--- config.mk ---
export PLATFORM = sky130hd
export DESIGN_NAME = sdhost_irq_ctrl
export DESIGN_NICKNAME = d
export VERILOG_FILES = /design/src/rtl/sdirq_pkg.sv /design/src/rtl/sdirq_evt_route.sv /design/src/rtl/sdirq_status.sv /design/src/rtl/sdirq_irq_out.sv /design/src/rtl/sdhost_irq_ctrl.sv
export SDC_FILE = /design/constraint.sdc
export NUM_CORES = 1
export LEC_CHECK = 0
export BUFFER_PORTS_ARGS = -buffer_cell sky130_fd_sc_hd__buf_4
export CORE_ASPECT_RATIO = 0.7
export CORE_MARGIN = 8
export CORE_UTILIZATION = 42
export DETAILED_ROUTE_END_ITERATION = 8
export GPL_TIMING_DRIVEN = 0
export PLACE_DENSITY = 0.74
export SLEW_MARGIN = 10
export SYNTH_ARGS = -nofsm -noshare
export SYNTH_HDL_FRONTEND = slang
export SYNTH_SLANG_ARGS = --single-unit
--- constraint.sdc ---
create_clock -name clk -period 1.19 [get_ports clk]
set_input_delay 0.0595 -clock clk [delete_from_list [all_inputs] [get_ports clk]]
set_output_delay 0.0595 -clock clk [all_outputs]
set_load 0.03 [all_outputs]
--- src/rtl/sdirq_pkg.sv ---
package sdirq_pkg;
   typedef enum logic [1:0] {
      SEL_CTRL  = 2'd0,
      SEL_MASK  = 2'd1,
      SEL_MSTAT = 2'd2,
      SEL_RAW   = 2'd3
   } reg_sel_e;

   localparam int CTRL_EN_POS   = 0;
   localparam int CTRL_BOOT_POS = 1;
endpackage

--- src/rtl/sdirq_evt_route.sv ---
module sdirq_evt_route #(
   parameter int NUM_SRC  = 17,
   parameter int RTO_BIT  = 8,
   parameter int CD_BIT   = 2,
   parameter int DRTO_BIT = 9,
   parameter int DTO_BIT  = 3
) (
   input  logic [NUM_SRC-1:0] evt_i,
   input  logic               rsp_to_i,
   input  logic               rd_to_i,
   input  logic               boot_ack_i,
   input  logic               boot_data_i,
   input  logic               boot_mode_i,
   output logic [NUM_SRC-1:0] set_o
);
   always_comb begin
      set_o = evt_i;
      if (boot_mode_i) begin
         if (boot_ack_i)  set_o[RTO_BIT]  = 1'b1;
         if (boot_data_i) set_o[DRTO_BIT] = 1'b1;
      end else begin
         if (rsp_to_i) begin
            set_o[RTO_BIT] = 1'b1;
            set_o[CD_BIT]  = 1'b1;
         end
         if (rd_to_i) begin
            set_o[DRTO_BIT] = 1'b1;
            set_o[DTO_BIT]  = 1'b1;
         end
      end
   end
endmodule

--- src/rtl/sdirq_status.sv ---
module sdirq_status #(
   parameter int NUM_SRC = 17
) (
   input  logic               clk,
   input  logic               rst_n,
   input  logic [NUM_SRC-1:0] set_i,
   input  logic [NUM_SRC-1:0] clr_i,
   output logic [NUM_SRC-1:0] raw_o
);
   for (genvar b = 0; b < NUM_SRC; b++) begin : g_bit
      always_ff @(posedge clk or negedge rst_n) begin
         if (!rst_n)         raw_o[b] <= 1'b0;
         else if (set_i[b])  raw_o[b] <= 1'b1;
         else if (clr_i[b])  raw_o[b] <= 1'b0;
      end
   end

   // a bit may only fall when a clear was requested for it
   p_sticky_r1: assert property (@(posedge clk) disable iff (!rst_n)
      1'b1 |=> (($past(raw_o) & ~$past(clr_i) & ~raw_o) == '0));

   // any set request is visible after the edge, clear or not
   p_event_wins_r3: assert property (@(posedge clk) disable iff (!rst_n)
      (|set_i) |=> ((raw_o & $past(set_i)) == $past(set_i)));
endmodule

--- src/rtl/sdirq_irq_out.sv ---
module sdirq_irq_out #(
   parameter int NUM_SRC = 17,
   parameter bit REG_IRQ = 1'b1
) (
   input  logic               clk,
   input  logic               rst_n,
   input  logic [NUM_SRC-1:0] raw_i,
   input  logic [NUM_SRC-1:0] mask_i,
   input  logic               en_i,
   output logic [NUM_SRC-1:0] mstat_o,
   output logic               irq_o
);
   logic hit;
   assign mstat_o = raw_i & mask_i;
   assign hit     = en_i && (|mstat_o);

   if (REG_IRQ) begin : g_reg
      logic irq_q;
      always_ff @(posedge clk or negedge rst_n) begin
         if (!rst_n) irq_q <= 1'b0;
         else        irq_q <= hit;
      end
      assign irq_o = irq_q;

      // the line can only be high if the enable was on one edge before
      p_irq_needs_en_r6: assert property (@(posedge clk) disable iff (!rst_n)
         irq_o |-> $past(en_i));
   end else begin : g_comb
      logic unused_clk;
      assign unused_clk = clk ^ rst_n;
      assign irq_o = hit;
   end
endmodule

--- src/rtl/sdhost_irq_ctrl.sv ---
module sdhost_irq_ctrl #(
   parameter int NUM_SRC  = 17,
   parameter int DATA_W   = 32,
   parameter int RTO_BIT  = 8,
   parameter int CD_BIT   = 2,
   parameter int DRTO_BIT = 9,
   parameter int DTO_BIT  = 3,
   parameter bit REG_IRQ  = 1'b1
) (
   input  logic               clk,
   input  logic               rst_n,
   input  logic [NUM_SRC-1:0] evt_i,
   input  logic               rsp_to_i,
   input  logic               rd_to_i,
   input  logic               boot_ack_i,
   input  logic               boot_data_i,
   input  logic [1:0]         bus_addr_i,
   input  logic               bus_wr_i,
   input  logic [DATA_W-1:0]  bus_wdata_i,
   output logic [DATA_W-1:0]  bus_rdata_o,
   output logic               irq_o
);
   import sdirq_pkg::*;

   localparam int CTRL_W = CTRL_BOOT_POS + 1;

   if (NUM_SRC > DATA_W) begin : g_chk_w
      $error("NUM_SRC must fit in DATA_W");
   end
   if (CTRL_W > DATA_W) begin : g_chk_c
      $error("control field wider than DATA_W");
   end
   if (RTO_BIT >= NUM_SRC || CD_BIT >= NUM_SRC ||
       DRTO_BIT >= NUM_SRC || DTO_BIT >= NUM_SRC) begin : g_chk_b
      $error("paired status bit outside NUM_SRC");
   end
   if (RTO_BIT == CD_BIT || DRTO_BIT == DTO_BIT || RTO_BIT == DRTO_BIT) begin : g_chk_d
      $error("paired status bits must be distinct");
   end

   if (NUM_SRC < DATA_W) begin : g_pad
      logic unused_wdata_hi;
      assign unused_wdata_hi = ^bus_wdata_i[DATA_W-1:NUM_SRC];
   end

   reg_sel_e          sel;
   logic              en_q, boot_q;
   logic [NUM_SRC-1:0] mask_q, set_v, clr_v, raw_v, mstat_v;

   assign sel   = reg_sel_e'(bus_addr_i);
   assign clr_v = (bus_wr_i && sel == SEL_RAW) ? bus_wdata_i[NUM_SRC-1:0] : '0;

   always_ff @(posedge clk or negedge rst_n) begin
      if (!rst_n) begin
         en_q   <= 1'b0;
         boot_q <= 1'b0;
         mask_q <= '0;
      end else if (bus_wr_i) begin
         if (sel == SEL_CTRL) begin
            en_q   <= bus_wdata_i[CTRL_EN_POS];
            boot_q <= bus_wdata_i[CTRL_BOOT_POS];
         end
         if (sel == SEL_MASK) mask_q <= bus_wdata_i[NUM_SRC-1:0];
      end
   end

   sdirq_evt_route #(
      .NUM_SRC(NUM_SRC), .RTO_BIT(RTO_BIT), .CD_BIT(CD_BIT),
      .DRTO_BIT(DRTO_BIT), .DTO_BIT(DTO_BIT)
   ) u_route (
      .evt_i(evt_i), .rsp_to_i(rsp_to_i), .rd_to_i(rd_to_i),
      .boot_ack_i(boot_ack_i), .boot_data_i(boot_data_i),
      .boot_mode_i(boot_q), .set_o(set_v)
   );

   sdirq_status #(.NUM_SRC(NUM_SRC)) u_status (
      .clk(clk), .rst_n(rst_n), .set_i(set_v), .clr_i(clr_v), .raw_o(raw_v)
   );

   sdirq_irq_out #(.NUM_SRC(NUM_SRC), .REG_IRQ(REG_IRQ)) u_irq (
      .clk(clk), .rst_n(rst_n), .raw_i(raw_v), .mask_i(mask_q), .en_i(en_q),
      .mstat_o(mstat_v), .irq_o(irq_o)
   );

   always_comb begin
      bus_rdata_o = '0;
      unique case (sel)
         SEL_CTRL: begin
            bus_rdata_o[CTRL_EN_POS]   = en_q;
            bus_rdata_o[CTRL_BOOT_POS] = boot_q;
         end
         SEL_MASK:  bus_rdata_o[NUM_SRC-1:0] = mask_q;
         SEL_MSTAT: bus_rdata_o[NUM_SRC-1:0] = mstat_v;
         SEL_RAW:   bus_rdata_o[NUM_SRC-1:0] = raw_v;
      endcase
   end

   // a normal-mode response timeout lands in both of its bits
   p_pair_rto_r4: assert property (@(posedge clk) disable iff (!rst_n)
      (rsp_to_i && !boot_q) |=> (raw_v[RTO_BIT] && raw_v[CD_BIT]));

   // control only moves on a write to its address
   p_ctrl_hold_r9: assert property (@(posedge clk) disable iff (!rst_n)
      !(bus_wr_i && bus_addr_i == 2'd0) |=> ($stable(en_q) && $stable(boot_q)));
endmodule

Word-level counts from Yosys, hierarchy flattened
Cells that the tools add are included. Widths: inputs -> output; s select.

Equality and inequality tests: 3. Muxes and demuxes: 45. Shifts and indexed selects: 0. Divide/modulo/power cells: 0. Add/sub/neg operators: 0. $lt $le $gt $ge: 0. Reduce and logical (&&, ||, !) cells: 23. Bitwise operators: 1. $mul: 0.

Operators by type and width (number): $pmux 15 s3 (1); $mux 1 (40); $reduce_bool 2->1 (17); $and 17x17->17 (1); $mux 17 (1); $reduce_or 17->1 (1); $pmux 2 s4 (1); $eq 2x2->1 const B (2); $mux 2 (2); $reduce_and 2->1 (2); $eq 2x1->1 const B (1); $logic_and 1x1->1 (2); $logic_not 2->1 (1).

Output and inout bits: 33. Word-level logic and storage cells: 93. Input bits: 58. Register bits after elaboration: 37. Memory bits (read-only): 0. Memories kept: 0. Memory bits (writable): 0. Latch bits: 0.

Longest topological paths before layout
Depth in word-level cells: 5. Gate-level depth with buffers: 6. Mapped depth without buffers: 4.

Cells and area by module
From an unflattened synthesis, not the netlist that was laid out.

Cell total of the unflattened synthesis: 214. Area total of the unflattened synthesis: 2376.0 sq um.

Modules (own cells, without submodules): sdhost_irq_ctrl (area an instance 1412.6 sq um, sequential area each 475.5 sq um, cells each 115, instances 1); sdirq_status (area an instance 616.8 sq um, sequential area each 425.4 sq um, cells each 51, instances 1); sdirq_irq_out (area an instance 186.4 sq um, sequential area each 25.0 sq um, cells each 27, instances 1); sdirq_evt_route (area an instance 160.2 sq um, sequential area each 0.0 sq um, cells each 21, instances 1).

Worst setup path after synthesis
Ideal clock, no wire load.

Path type: register -> register. Start: reg mask_q[8]. End: reg u_irq.g_reg.irq_q (netlist: u_irq.irq_o). Period minus slack after synthesis: 1192 ps. Buffers on the path: 0. Library setup time: 119 ps. Slack: -2 ps. Data required time: 1071 ps. Data arrival time: 1073 ps. Cell stages (with the launch flop): 5. Path through: dfrtp_1 > a22o_1 > a221oi_1 > nand4_1 > o21a_1.

Cells in the longest elaborated chain, start to end: 3.

Ends and longest elaborated chain: from (decl) (RTL line sdhost_irq_ctrl.sv:48) `logic [NUM_SRC-1:0] mask_q, set_v, clr_v, raw_v, mstat_v;`; from (signal assigned) (RTL line sdhost_irq_ctrl.sv:63) `if (sel == SEL_MASK) mask_q <= bus_wdata_i[NUM_SRC-1:0];`; $and 17x17->17 (RTL line sdirq_irq_out.sv:14) `assign mstat_o = raw_i & mask_i;`; $reduce_or 17->1 (RTL line sdirq_irq_out.sv:15) `assign hit = en_i && (|mstat_o);`; $logic_and 1x1->1 (RTL line sdirq_irq_out.sv:15); named net u_irq.hit (RTL line sdirq_irq_out.sv:13) `logic hit;`; to (signal assigned) (RTL line sdirq_irq_out.sv:21) `else irq_q <= hit;`; to (decl) (RTL line sdirq_irq_out.sv:18) `logic irq_q;`.

The timed path passes the listed nets, and every way through them passes these cells. A chain may end at the register's enable or synchronous reset.

Worst setup path after layout
Start: reg mask_q[9]. End: reg u_irq.g_reg.irq_q (netlist: u_irq.irq_o).

The elaborated chain is that of the path after synthesis.

==> results.json <==
{
  "status": "finished with violations",
  "violations": "negative setup slack",
  "netlist_area_sq_um": 1930,
  "crit_arrival_ns": 1.48,
  "clkTransAtPathRegs_ns": 0.07,
  "grt_max_degree": 38,
  "final_max_slew_viol_count": 0,
  "setup_violations": 7,
  "reg2reg_setup_slack_ns": -0.11,
  "gp_congestion": 0.757,
  "drtAntennaViolNets": 0,
  "rows": 20,
  "holdCritPathClass": "input port to register",
  "n_fill_cell": 371,
  "numCtsBuffers": 5,
  "ir_drop_uv": 781,
  "cp_max_fo": 4,
  "crit_path_start_kind": "register",
  "ys_ff_latch": 37,
  "viasPerCell": 4.98,
  "gr-total-overflow": 0,
  "cts_buffer_depth": 2,
  "grt_pass1_vias": 1871,
  "hold_end": "u_status.raw_o[8]",
  "insertion_delay_ns": 0.29,
  "power_leakage_nw": 1.36,
  "vias": 1749,
  "fin_crit_sh_pct": 109,
  "diodes": 0,
  "hold_viol": 0,
  "fin_ws_ns": -0.112,
  "core_sq_um": 4380,
  "nNetsFinal": 354,
  "start_util_pct": 44.1,
  "drive_above_1_share_pct": 41.6,
  "fin_crit_ns": 1.30,
  "cp-end-kind": "register",
  "worst_hold_slack_ns": 0.00713,
  "synth.distinct_cells": 27,
  "synth_seq_area_share_pct": 48.0,
  "pre_cts_slack_ns": -0.109,
  "tightest_slew_ns": 0.563,
  "yosysWarnings": 0,
  "grt_usage_pct": 15.4,
  "drcViolationCount": 0,
  "cp_data_required_time_ns": 1.37,
  "slew_headroom_pct": 62.5,
  "reg2reg_from": "mask_q[9]",
  "port_buffers": 59,
  "worst_clock_skew_ns": 0.00506,
  "routedWlPerCell_um": 15.4,
  "drtIter0Drc": 58,
  "worstHoldPathCells": 2,
  "reg2reg_to": "u_irq.irq_o",
  "totalWireLength_um": 5410,
  "cts.sinks": 37,
  "die_height_um": 72.7,
  "dr.pass1.iters": 4,
  "ios": 91,
  "maxCapViolCount": 0,
  "h-tree-depth": 2,
  "cts_tree": "done",
  "antenna_found_initial": 0,
  "worstRegToRegCells": 3,
  "syn_avg_cell_area_sq_um": 10.3,
  "grt_setup_unrepaired": "yes",
  "dp_hpwl_um": 3930,
  "die-area_sq_um": 7050,
  "max_freq_ghz": 0.768,
  "grt_pass1_wl_um": 8890,
  "p_per_area_nw_per_um2": 1240,
  "path_class": "register to register",
  "min_from": "rsp_to_i",
  "postSynthCellCount": 187,
  "cts_root_buffer": "clkbuf_8",
  "area_delta_synth_final_pct": 51.2,
  "dieWidth_um": 97.0
}
==> synth_stat cells, drive strengths merged <==
library cell / instances / share of area [%]
a211oi: 2 / 0.78
a21o: 15 / 5.8
a21oi: 2 / 0.52
a221o: 4 / 2.1
a221oi: 1 / 0.45
a222oi: 1 / 0.52
a22o: 1 / 0.45
a22oi: 5 / 1.9
and3: 1 / 0.32
buf: 22 / 8.6
clkbuf: 2 / 0.39
conb: 1 / 0.19
dfrtp: 37 / 48
inv: 1 / 0.19
mux2: 18 / 11
nand2: 48 / 9.3
nand3: 1 / 0.26
nand3b: 1 / 1.0
nand4: 1 / 0.32
nor2: 1 / 0.19
nor2b: 2 / 0.65
nor3b: 1 / 0.39
o211ai: 15 / 5.8
o21a: 1 / 0.39
o21ai: 3 / 0.78
==> power breakdown <==
part	internal, mW	leakage, nW	switching [mW]
clock network	0.460	0.0443	0.429
logic	0.608	0.919	0.583
registers	1.41	0.391	0.131
==> stage by stage <==
stage	utilization, %	cell area (sq um)	std cells	power (mW)	TNS [ns]
6_report	66.6	2920	351	3.62	-0.457
5_1_grt	66.6	2920	351	3.78	-1.12
4_1_cts	64.5	2820	345	3.52	-0.352
3_5_place_dp	56.9	2490	315	2.53	-0.781
3_3_place_gp	56.9	2490	315	2.51	-0.864
2_1_floorplan	-	1980	201	2.15	0
==> critical path: stages (launching register included) <==
cell	delay [ns]
dfrtp_1	0.41
a222oi_1	0.40
nand4_1	0.17
o21a_1	0.22
==> registers in the layout (all words and copies together), names as in the netlist <==
register        cells
boot_q              1
u_status.raw_o     17
u_irq.irq_o         1
mask_q             17
en_q                1
==> worst max-delay path by stage <==
stage               cells after the start      start              to
floorplan                               4  mask_q[8]     u_irq.irq_o
global placement                        4  mask_q[8]     u_irq.irq_o
detailed placement                      4  mask_q[8]     u_irq.irq_o
CTS                                     4       en_q  bus_rdata_o[0]
global route                            5     boot_q  bus_rdata_o[1]
finish                                  3  mask_q[9]     u_irq.irq_o
==> placed cells by master, fill, tap and decap left out, types with 2 or more instances in the layout <==
master          n
o21ai_0         3
buf_4          75
a21oi_1         2
o211ai_1       15
mux2_2         18
a22oi_1         5
clkbuf_8        6
a211oi_1        2
conb_1         15
a21o_1         15
a221o_1         4
dfrtp_1        37
buf_6          17
clkbuf_1        2
nand2_1        48
dlygate4sd3_1  17
==> area by class of cell <==
type | count | area, sq um | share of cell area, %
Sequential cell | 37 | 926 | 31.7
Inverter | 1 | 3.75 | 0.129
Multi-Input combinational cell | 139 | 895 | 30.7
Clock buffer | 7 | 86.3 | 2.96
Buffer | 24 | 175 | 6.00
Tap cell | 55 | 68.8 | 2.36
Timing Repair Buffer | 88 | 763 | 26.2
==> kinds of logic (layout without fill, tap and decap cells) <==
kind of cell	count (synthesis)	count (layout)	share of synthesized area (%)
flip-flops	37	37	48.0
multiplexers	18	18	10.5
other	1	15	0.194
AO/OA/AOI/OAI	50	50	19.6
buffers and inverters	25	120	9.21
AND/OR/NAND/NOR	56	56	12.5
==> layer usage <==
layer  part of all wire (%)  wire length (um)  track usage (%)
met5                      0                 0                0
met4                   0.81                44             4.07
met3                    9.4               508             6.43
met2                     46              2460             25.0
met1                     44              2390             18.6
==> repair_timing <==
| item | in CTS | in global routing |
|---|---|---|
| hold buffers | 17 | 0 |
| hold endpoints to repair | 53 | 0 |
| setup endpoints to repair | 15 | 18 |
| pin swaps | 6 | 7 |
| resized for setup | 9 | 13 |
| setup buffers | 6 | 6 |
(Power assumes the default switching activity.)
